--- src/rtl/scc_pkg.sv ---
`timescale 1ns/1ps
// Shared types for the strobe cycle classifier.
package scc_pkg;
    // Cycle kind codes reported on ev_kind.
    typedef enum logic [2:0] {
        K_NONE    = 3'd0,
        K_READ    = 3'd1,
        K_EARLYWR = 3'd2,
        K_LATEWR  = 3'd3,
        K_RMW     = 3'd4,
        K_ROWREF  = 3'd5,
        K_COLREF  = 3'd6,
        K_HIDREF  = 3'd7
    } kind_e;

    // Per-lane usage within one row cycle.
    typedef enum logic [1:0] {
        LM_IDLE  = 2'd0,
        LM_READ  = 2'd1,
        LM_EARLY = 2'd2,
        LM_LATE  = 2'd3
    } lane_mode_e;
endpackage

--- src/rtl/scc_sync.sv ---
`timescale 1ns/1ps
// Multi-stage synchroniser for a vector of asynchronous inputs.
// Assumes each bit is independent; resets to RST_VAL (inactive level).
module scc_sync #(
    parameter int              W       = 5,
    parameter int              STAGES  = 2,
    parameter logic [W-1:0]    RST_VAL = '1
) (
    input  logic         clk,
    input  logic         rst_n,
    input  logic [W-1:0] din,
    output logic [W-1:0] dout
);
    logic [W-1:0] chain [STAGES];

    for (genvar g = 0; g < STAGES; g++) begin : g_stage
        if (g == 0) begin : g_first
            // First stage captures the raw asynchronous inputs.
            always_ff @(posedge clk) begin
                if (!rst_n) chain[g] <= RST_VAL;
                else        chain[g] <= din;
            end
        end else begin : g_next
            // Later stages settle metastability.
            always_ff @(posedge clk) begin
                if (!rst_n) chain[g] <= RST_VAL;
                else        chain[g] <= chain[g-1];
            end
        end
    end

    assign dout = chain[STAGES-1];
endmodule

--- src/rtl/scc_edges.sv ---
`timescale 1ns/1ps
// Edge detector on synchronised levels. rise = 0->1, fall = 1->0.
// Assumes inputs are already synchronous to clk.
module scc_edges #(
    parameter int           W       = 5,
    parameter logic [W-1:0] RST_VAL = '1
) (
    input  logic         clk,
    input  logic         rst_n,
    input  logic [W-1:0] lvl,
    output logic [W-1:0] rise,
    output logic [W-1:0] fall
);
    logic [W-1:0] prev;

    // Remember last sampled level.
    always_ff @(posedge clk) begin
        if (!rst_n) prev <= RST_VAL;
        else        prev <= lvl;
    end

    assign rise = lvl & ~prev;
    assign fall = ~lvl & prev;
endmodule

--- src/rtl/scc_lane.sv ---
`timescale 1ns/1ps
// Byte-lane mode tracker. The mode is fixed by the lane's first falling
// edge in a row cycle; a read lane upgrades to a late write when write
// enable falls while the lane is low. Assumes synchronised inputs.
module scc_lane
    import scc_pkg::*;
(
    input  logic       clk,
    input  logic       rst_n,
    input  logic       start,
    input  logic       active,
    input  logic       col_fall,
    input  logic       col_low,
    input  logic       wr_low,
    input  logic       wr_fall,
    output lane_mode_e mode
);
    // Track the lane's usage across one row cycle.
    always_ff @(posedge clk) begin
        if (!rst_n || start) begin
            mode <= LM_IDLE;
        end else if (active) begin
            if (col_fall && mode == LM_IDLE)
                mode <= wr_low ? LM_EARLY : LM_READ;
            else if (wr_fall && col_low && mode == LM_READ)
                mode <= LM_LATE;
        end
    end
endmodule

--- src/rtl/strobe_cycle_classifier.sv ---
`timescale 1ns/1ps
// Passive classifier of asynchronous DRAM strobe cycles. Synchronises the
// five strobes, detects edges and reports the kind of each row cycle with
// lane flags and a lane-conflict flag in a one-cycle pulse after the row
// strobe rises. Assumes the clock is at least 4x faster than any pulse.
module strobe_cycle_classifier
    import scc_pkg::*;
#(
    parameter int SYNC_STAGES = 2
) (
    input  logic       clk,
    input  logic       rst_n,
    input  logic       row_n,
    input  logic       colhi_n,
    input  logic       collo_n,
    input  logic       wr_n,
    input  logic       oe_n,
    output logic       ev_valid,
    output logic [2:0] ev_kind,
    output logic       ev_hi,
    output logic       ev_lo,
    output logic       ev_err
);
    localparam int NSIG  = 5;
    localparam int NLANE = 2;
    localparam int B_ROW = 0, B_CHI = 1, B_CLO = 2, B_WR = 3, B_OE = 4;

    logic [NSIG-1:0] raw, lvl, rise, fall;
    assign raw = {oe_n, wr_n, collo_n, colhi_n, row_n};

    scc_sync #(.W(NSIG), .STAGES(SYNC_STAGES), .RST_VAL('1)) u_sync (
        .clk(clk), .rst_n(rst_n), .din(raw), .dout(lvl));

    scc_edges #(.W(NSIG), .RST_VAL('1)) u_edges (
        .clk(clk), .rst_n(rst_n), .lvl(lvl), .rise(rise), .fall(fall));

    logic row_fall, row_rise, wr_low, wr_fall, oe_low;
    logic [NLANE-1:0] col_low, col_fall;
    assign row_fall = fall[B_ROW];
    assign row_rise = rise[B_ROW];
    assign wr_low   = ~lvl[B_WR];
    assign wr_fall  = fall[B_WR];
    assign oe_low   = ~lvl[B_OE];
    assign col_low  = {~lvl[B_CHI], ~lvl[B_CLO]};
    assign col_fall = {fall[B_CHI], fall[B_CLO]};

    logic             row_open, in_ref, hold_read, oe_seen, rmw_seen;
    kind_e            ref_kind;
    logic [NLANE-1:0] ref_lanes;
    logic             access_on, lane_start;
    assign access_on  = row_open & ~in_ref;
    assign lane_start = row_fall;

    lane_mode_e lmode [NLANE];
    for (genvar l = 0; l < NLANE; l++) begin : g_lane
        scc_lane u_lane (
            .clk(clk), .rst_n(rst_n), .start(lane_start), .active(access_on),
            .col_fall(col_fall[l]), .col_low(col_low[l]),
            .wr_low(wr_low), .wr_fall(wr_fall), .mode(lmode[l]));
    end

    // Decide the report of the cycle now closing.
    kind_e            nx_kind;
    logic [NLANE-1:0] nx_lanes;
    logic             nx_err, any_early, any_late;
    always_comb begin
        any_early = 1'b0;
        any_late  = 1'b0;
        for (int l = 0; l < NLANE; l++) begin
            nx_lanes[l] = (lmode[l] != LM_IDLE);
            any_early   = any_early | (lmode[l] == LM_EARLY);
            any_late    = any_late  | (lmode[l] == LM_LATE);
        end
        nx_err = (&nx_lanes) && (lmode[1] != lmode[0]);
        if (in_ref) begin
            nx_kind  = ref_kind;
            nx_lanes = ref_lanes;
            nx_err   = 1'b0;
        end else if (nx_lanes == '0) nx_kind = K_ROWREF;
        else if (any_early)          nx_kind = K_EARLYWR;
        else if (any_late)           nx_kind = rmw_seen ? K_RMW : K_LATEWR;
        else                         nx_kind = K_READ;
    end

    // Cycle bookkeeping and registered report.
    always_ff @(posedge clk) begin
        if (!rst_n) begin
            row_open  <= 1'b0;
            in_ref    <= 1'b0;
            hold_read <= 1'b0;
            oe_seen   <= 1'b0;
            rmw_seen  <= 1'b0;
            ref_kind  <= K_COLREF;
            ref_lanes <= '0;
            ev_valid  <= 1'b0;
            ev_kind   <= K_NONE;
            ev_hi     <= 1'b0;
            ev_lo     <= 1'b0;
            ev_err    <= 1'b0;
        end else begin
            ev_valid <= 1'b0;
            ev_kind  <= K_NONE;
            ev_hi    <= 1'b0;
            ev_lo    <= 1'b0;
            ev_err   <= 1'b0;
            if (col_low == '0) hold_read <= 1'b0;
            if (row_fall) begin
                row_open  <= 1'b1;
                in_ref    <= |col_low;
                ref_lanes <= col_low;
                ref_kind  <= hold_read ? K_HIDREF : K_COLREF;
                oe_seen   <= 1'b0;
                rmw_seen  <= 1'b0;
            end else if (access_on) begin
                if (oe_low && |col_low) oe_seen <= 1'b1;
                if (wr_fall && |col_low && oe_seen && !oe_low) rmw_seen <= 1'b1;
            end
            if (row_rise && row_open) begin
                row_open <= 1'b0;
                in_ref   <= 1'b0;
                ev_valid <= 1'b1;
                ev_kind  <= nx_kind;
                ev_hi    <= nx_lanes[1];
                ev_lo    <= nx_lanes[0];
                ev_err   <= nx_err;
                if ((nx_kind == K_READ || nx_kind == K_HIDREF) && |col_low)
                    hold_read <= 1'b1;
            end
        end
    end
endmodule

--- config.mk ---
export PLATFORM = sky130hd
export DESIGN_NAME = strobe_cycle_classifier
export DESIGN_NICKNAME = d
export VERILOG_FILES = /design/src/rtl/scc_pkg.sv /design/src/rtl/scc_sync.sv /design/src/rtl/scc_edges.sv /design/src/rtl/scc_lane.sv /design/src/rtl/strobe_cycle_classifier.sv
export SDC_FILE = /design/constraint.sdc
export NUM_CORES = 1
export LEC_CHECK = 0
export BUFFER_PORTS_ARGS = -buffer_cell sky130_fd_sc_hd__buf_4
export CAP_MARGIN = 20
export CORE_UTILIZATION = 30
export DETAILED_ROUTE_END_ITERATION = 16
export REMOVE_ABC_BUFFERS = 1
export SLEW_MARGIN = 15
export SYNTH_ARGS = -nofsm -noshare
export SYNTH_HDL_FRONTEND = slang
export SYNTH_SLANG_ARGS = --single-unit
--- constraint.sdc ---
create_clock -name clk -period 1.5 [get_ports clk]
set_input_delay 0.15 -clock clk [delete_from_list [all_inputs] [get_ports clk]]
set_output_delay 0.15 -clock clk [all_outputs]
set_load 0.01 [all_outputs]
* Word level (Yosys, flattened, before mapping)
Memory sizes are Yosys's and may differ from the RTL's.
Cells that the tools add are included.
** Cells by class
- $add $sub $neg :: 0
- Bitwise gates (word level) :: 15
- Mux-type cells :: 20
- Shifts and indexed selects :: 0
- $lt $le $gt $ge :: 0
- Multiply operators :: 0
- Reductions and logical operators :: 34
- Div/mod/pow operators :: 0
- Equality and inequality tests :: 9
** Operator list (number)
- $mux W3 :: 5
- $logic_and A1 B1 Y1 :: 13
- $mux W2 :: 6
- $reduce_and A2 Y1 :: 6
- $mux W5 :: 2
- $eq A2 B2 Y1 const B :: 4
- $logic_not A2 Y1 :: 4
- $reduce_bool A2 Y1 :: 4
- $mux W1 :: 7
- $not A1 Y1 :: 7
- $reduce_or A2 Y1 :: 3
- $and A4 B4 Y4 :: 1
- $eq A2 B1 Y1 const B :: 2
- $not A4 Y4 :: 1
- $or A1 B1 Y1 :: 4
- $eq A3 B1 Y1 const B :: 1
- $eq A3 B3 Y1 const B :: 1
- $reduce_or A3 Y1 :: 1
- $and A1 B1 Y1 :: 2
- $logic_or A1 B1 Y1 :: 2
- $ne A2 B2 Y1 :: 1
- $logic_not A1 Y1 :: 1
** Storage, ports and cells
- Bits in writable memories :: 10
- Register bits after elaboration :: 25
- Latch bits :: 0
- Logic and storage cells :: 94
- Bits in read-only memories :: 0
- Output and inout bits :: 7
- Memories :: 1
- Input port bits :: 7
** Memory list
- u_sync.chain :: words 2, bits a word 5, rd ports 2, clocked after Yosys merged registers in 0, wr ports 2, RTL line scc_sync.sv:14 : logic [W-1:0] chain [STAGES];

* Depth between registers and ports, before layout
- Depth in word-level cells :: 11
- Gate-level depth with buffers :: 4

* By module
Synthesis repeated with hierarchy kept, for this count alone.
** Unflattened totals
- Cell total of the unflattened synthesis :: 133
- Area, all modules :: 1268.7 sq um
** Modules (own cells, without submodules)
- strobe_cycle_classifier :: cells an instance 75, times used 1, seq. area each 300.3 sq um, area each 634.4 sq um
- scc_sync :: cells an instance 20, times used 1, seq. area each 200.2 sq um, area each 262.8 sq um
- scc_edges :: cells an instance 20, times used 1, seq. area each 100.1 sq um, area each 193.9 sq um
- scc_lane :: cells an instance 9, times used 2, seq. area each 40.0 sq um, area each 88.8 sq um

* Least setup slack after synthesis
OpenSTA, ideal clock, no wires.
- Path kind :: register to register
- From :: reg g_lane[0].u_lane.mode[0]
- To :: reg ev_kind[2]
- Arrival time :: 1.058 ns
- Slack :: 0.368 ns
- Buffers on the path :: 1
- Stages on the path, launching flop included :: 4
- Library setup time :: 0.074 ns
- Period minus slack after synthesis :: 1.132 ns
- Cells stage by stage :: dfxtp_1 buf_6 or4_1 a31oi_1
** On the way
- Longest elaborated chain between the ends :: 6
** Ends and longest elaborated chain
- start: declaration :: RTL line scc_lane.sv:16 : output lane_mode_e mode
- start signal: assignment :: RTL line scc_lane.sv:24 : mode <= wr_low ? LM_EARLY : LM_READ;
- $eq A2 B2 Y1 :: RTL line strobe_cycle_classifier.sv:72 : any_late = any_late | (lmode[l] == LM_LATE);
- $or A1 B1 Y1 :: RTL line strobe_cycle_classifier.sv:72
- $mux W3 :: RTL line strobe_cycle_classifier.sv:81 : else if (any_late) nx_kind = rmw_seen ? K_RMW : K_LATEWR;
- $mux W3 :: RTL line strobe_cycle_classifier.sv:80 : else if (any_early) nx_kind = K_EARLYWR;
- $mux W3 (*) :: RTL line strobe_cycle_classifier.sv:79 : end else if (nx_lanes == '0) nx_kind = K_ROWREF;
- $mux W3 (*) :: RTL line strobe_cycle_classifier.sv:75 : if (in_ref) begin
- end signal: assignment :: RTL line strobe_cycle_classifier.sv:122 : ev_kind <= nx_kind;
- end: declaration :: RTL line strobe_cycle_classifier.sv:19 : output logic [2:0] ev_kind,
Every way passes the cells marked *; elsewhere a longest branch is shown, timed or not.
A chain may end at the register's enable or synchronous reset.

* Final worst setup path
- From :: reg in_ref
- To :: reg hold_read
** On the way
- Longest elaborated chain between the ends :: 6
** Ends and longest elaborated chain
- start: declaration :: RTL line strobe_cycle_classifier.sv:47 : logic row_open, in_ref, hold_read, oe_seen, rmw_seen;
- start signal: assignment :: RTL line strobe_cycle_classifier.sv:109 : in_ref <= |col_low;
- $mux W3 (*) :: RTL line strobe_cycle_classifier.sv:75
- $eq A3 B1 Y1 / $eq A3 B3 Y1 (equally long branches) :: RTL line strobe_cycle_classifier.sv:126 : if ((nx_kind == K_READ || nx_kind == K_HIDREF) && |col_low)
- $logic_or A1 B1 Y1 (*) :: RTL line strobe_cycle_classifier.sv:126
- $logic_and A1 B1 Y1 (*) :: RTL line strobe_cycle_classifier.sv:126
- $mux W1 (*) :: RTL line strobe_cycle_classifier.sv:126
- $mux W1 (*) :: RTL line strobe_cycle_classifier.sv:118 : if (row_rise && row_open) begin
- end signal: assignment :: RTL line strobe_cycle_classifier.sv:90 : hold_read <= 1'b0;
- end signal: assignment :: RTL line strobe_cycle_classifier.sv:106 : if (col_low == '0) hold_read <= 1'b0;
- end signal: assignment :: RTL line strobe_cycle_classifier.sv:127 : hold_read <= 1'b1;
- end: declaration :: RTL line strobe_cycle_classifier.sv:47
Marks and branches as above.

==> results.ini <==
[run_status]
status = complete, no violations

[global_route]
grt_max_degree = 23
antenna_found_initial = 0
grt_overflow_total = 0
grt_pass1_wl_mm = 3.857
grt_pass1_vias = 845
track_usage = 0.1252

[cells_and_area]
stdcell_count = 191
area_growth_pct = 18.57
nFillCells = 411
num_antenna_cells = 0
register_area_sq_um = 660.6
final_nets = 147
final_cell_area_sq_um = 1470
multi_input_area_sq_um = 506.7
layout-drive-gt1-share = 0.1702

[critical_path]
crit_required_ns = 1.71
cp_slowest_stage_delay_ns = 0.52
cp_cell_sequence = inv_2 -> a311o_1 -> o31ai_2
endpoint_kind = register
crit_start = in_ref$_SDFFE_PP0P_
cp-start-kind = register
slowest_stage = dfxtp_1
crit_fanout = 9
critPathKind = reg2reg
worstPathArrival_ns = 1.50
r2r_start = in_ref$_SDFFE_PP0P_

[timing]
max_freq_mhz = 772.8
worst_slack_ns = 0.2060
slew_violations = 0
timing.final.crit_share = 0.8626
setup_viol = 0
rsz0062_at_grt = no
min_period_ns = 1.294
tightest_slew_ns = 0.4827
relSlewSlack = 0.6775
final.setup.tns_ns = 0
hold_violations = 0
finalClockSkew_ns = 0.006456

[synthesis]
ys_seq_elements = 33
synth_seq_area_share = 0.5328
synth.largest_area_cell = dfxtp_1
yosysWarnings = 0
synth_area_leaders = dfxtp_1 53%, nand2b_1 9.1%, nand2_1 3.3%, nor2_1 3.3%, nor3_1 2.8%
synth.avg_cell_area_sq_um = 9.763
ys_types = 34
synth.top_cell.area_share = 0.5328
netlist_instances = 127
syn_area_sq_um = 1240

[route]
num_vias = 927
via_per_inst = 4.853
dr.pass1.iters = 4
wl_per_cell_um = 12.00
drtAntennaViolNets = 0
wirelength_mm = 2.292
drcViolationCount = 0
drt_iter0_markers = 85

[worst_hold_path]
hold_start = wr_n
hp-class = in2reg

[clocking]
ctsHoldBuffers = 0
clkSinkCount = 33
root_buffer = clkbuf_8
h-tree-depth = 2
cts_buffers = 5
post-cts-setup-buffers = 0
insertion_delay_ns = 0.29
post_cts_resized = 0
clockBufferDepth = 2
cts_tree = done
path_clk_slew_ns = 0.07

[floorplanning]
rows = 23
coreArea_sq_um = 3971
die_w_um = 66.29
start_util = 0.3122
ios = 14
fp.dieArea_sq_um = 4394
dieHeight_um = 66.29

[placed_design]
dpl_worst_slack_ns = 0.2330
place_inst = 183
place_hpwl_mm = 1.537
port_buffers = 13
gp_congestion = 0.8186
placed_area_sq_um = 1354

[power]
p_leak_nw = 0.6078
p_per_area_nw_per_um2 = 1260
ir_drop_v = 0.0005577

[run]
maxCapViolations = 0

power breakdown:
group | switching, mW | total (mW) | internal (mW)
combinational | 0.0357 | 0.0722 | 0.0365
clock | 0.320 | 0.862 | 0.541
sequential | 0.0199 | 0.918 | 0.898
total | 0.376 | 1.85 | 1.48
worst max-delay path: cells and delay by family (launching register included):
family	cells	cell delay, ns
AO/OA/AOI/OAI	2	0.58
buffers and inverters	1	0.12
flip-flops	1	0.52
final timing paths:
kind / endpoint / slack (ns) / cells past startpoint
hold / removal: u_sync.chain[0][3]$_SDFF_PN1_ / 0.04 / 2
setup / recovery: hold_read$_SDFF_PN0_ / 0.21 / 3
hold reg to reg: u_sync.chain[1][1]$_SDFF_PN1_ / 0.41 / 1
setup reg to reg: hold_read$_SDFF_PN0_ / 0.21 / 3
stage by stage:
step,total power [mW],hold slack (ns),utilization
after floorplan,0.9730,0.2189,-
after global placement,1.007,0.3331,0.3409
after detailed placement,1.010,0.3371,0.3409
after CTS,1.865,0.03757,0.3702
after global routing,1.915,0.04159,0.3702
final,1.852,0.03857,0.3702
synth_stat cells (all sizes together):
cell type and number:
dfxtp 33, nand2b 18, nand2 11, nor2 11, buf 7, nor3 7
inv 5, nor2b 4, a21oi 3, a41oi 3, a31oi 2, mux2i 2
o211a 2, o21a 2, a211oi 1, a21boi 1, a221oi 1, a311o 1
and2 1, and3 1, clkbuf 1, nand3 1, nand4b 1, o2111ai 1
o21ai 1, o31a 1, o31ai 1, or2b 1, or3b 1, or4 1
xnor2 1
layout make-up:
| class | count | area share |
|---|---|---|
| repair buffers | 14 | 0.07149 |
| well taps | 50 | 0.04255 |
| multi-input cells | 81 | 0.3447 |
| flip-flops and latches | 33 | 0.4494 |
| clock inverters | 1 | 0.02043 |
| clock buffers | 7 | 0.05872 |
| inverters | 5 | 0.01277 |
cell families (layout without fill, tap and decap cells):
kind of cell,after synthesis,in the layout,share of synthesized area
AO/OA/AOI/OAI,20,20,0.1271
buffers and inverters,13,27,0.05852
AND/OR/NAND/NOR,58,58,0.2583
multiplexers,2,2,0.01615
flip-flops,33,33,0.5328
XOR/XNOR,1,1,0.007065
layer usage:
layer | share of wire | vias up | wire length [um] | GRT usage
met2 | 0.46 | 44 | 1056 | 0.1952
met5 | 0 | - | 0 | 0
met4 | 0.031 | 0 | 71 | 0.08777
li1 | - | 453 | - | -
met3 | 0.070 | 9 | 160 | 0.04655
met1 | 0.44 | 421 | 1003 | 0.1399
placed cells by master, fill, tap and decap left out, types with 2 or more instances in the layout:
master / n
dfxtp_1: 33
nor2b_1: 4
nand2_1: 11
a21oi_1: 3
nand2b_1: 18
o211a_1: 2
buf_4: 14
clkbuf_8: 6
o21a_1: 2
a31oi_1: 2
a41oi_1: 3
nor2_1: 11
mux2i_1: 2
inv_1: 4
nor3_1: 7
flip-flops by register name, indices dropped and copies added (netlist names), 2 cells and up:
name                count
g_lane.u_lane.mode      4
u_sync.chain           10
ev_kind                 3
u_edges.prev            4
ref_lanes               2
No activity file was read; power rests on OpenSTA's default activity.
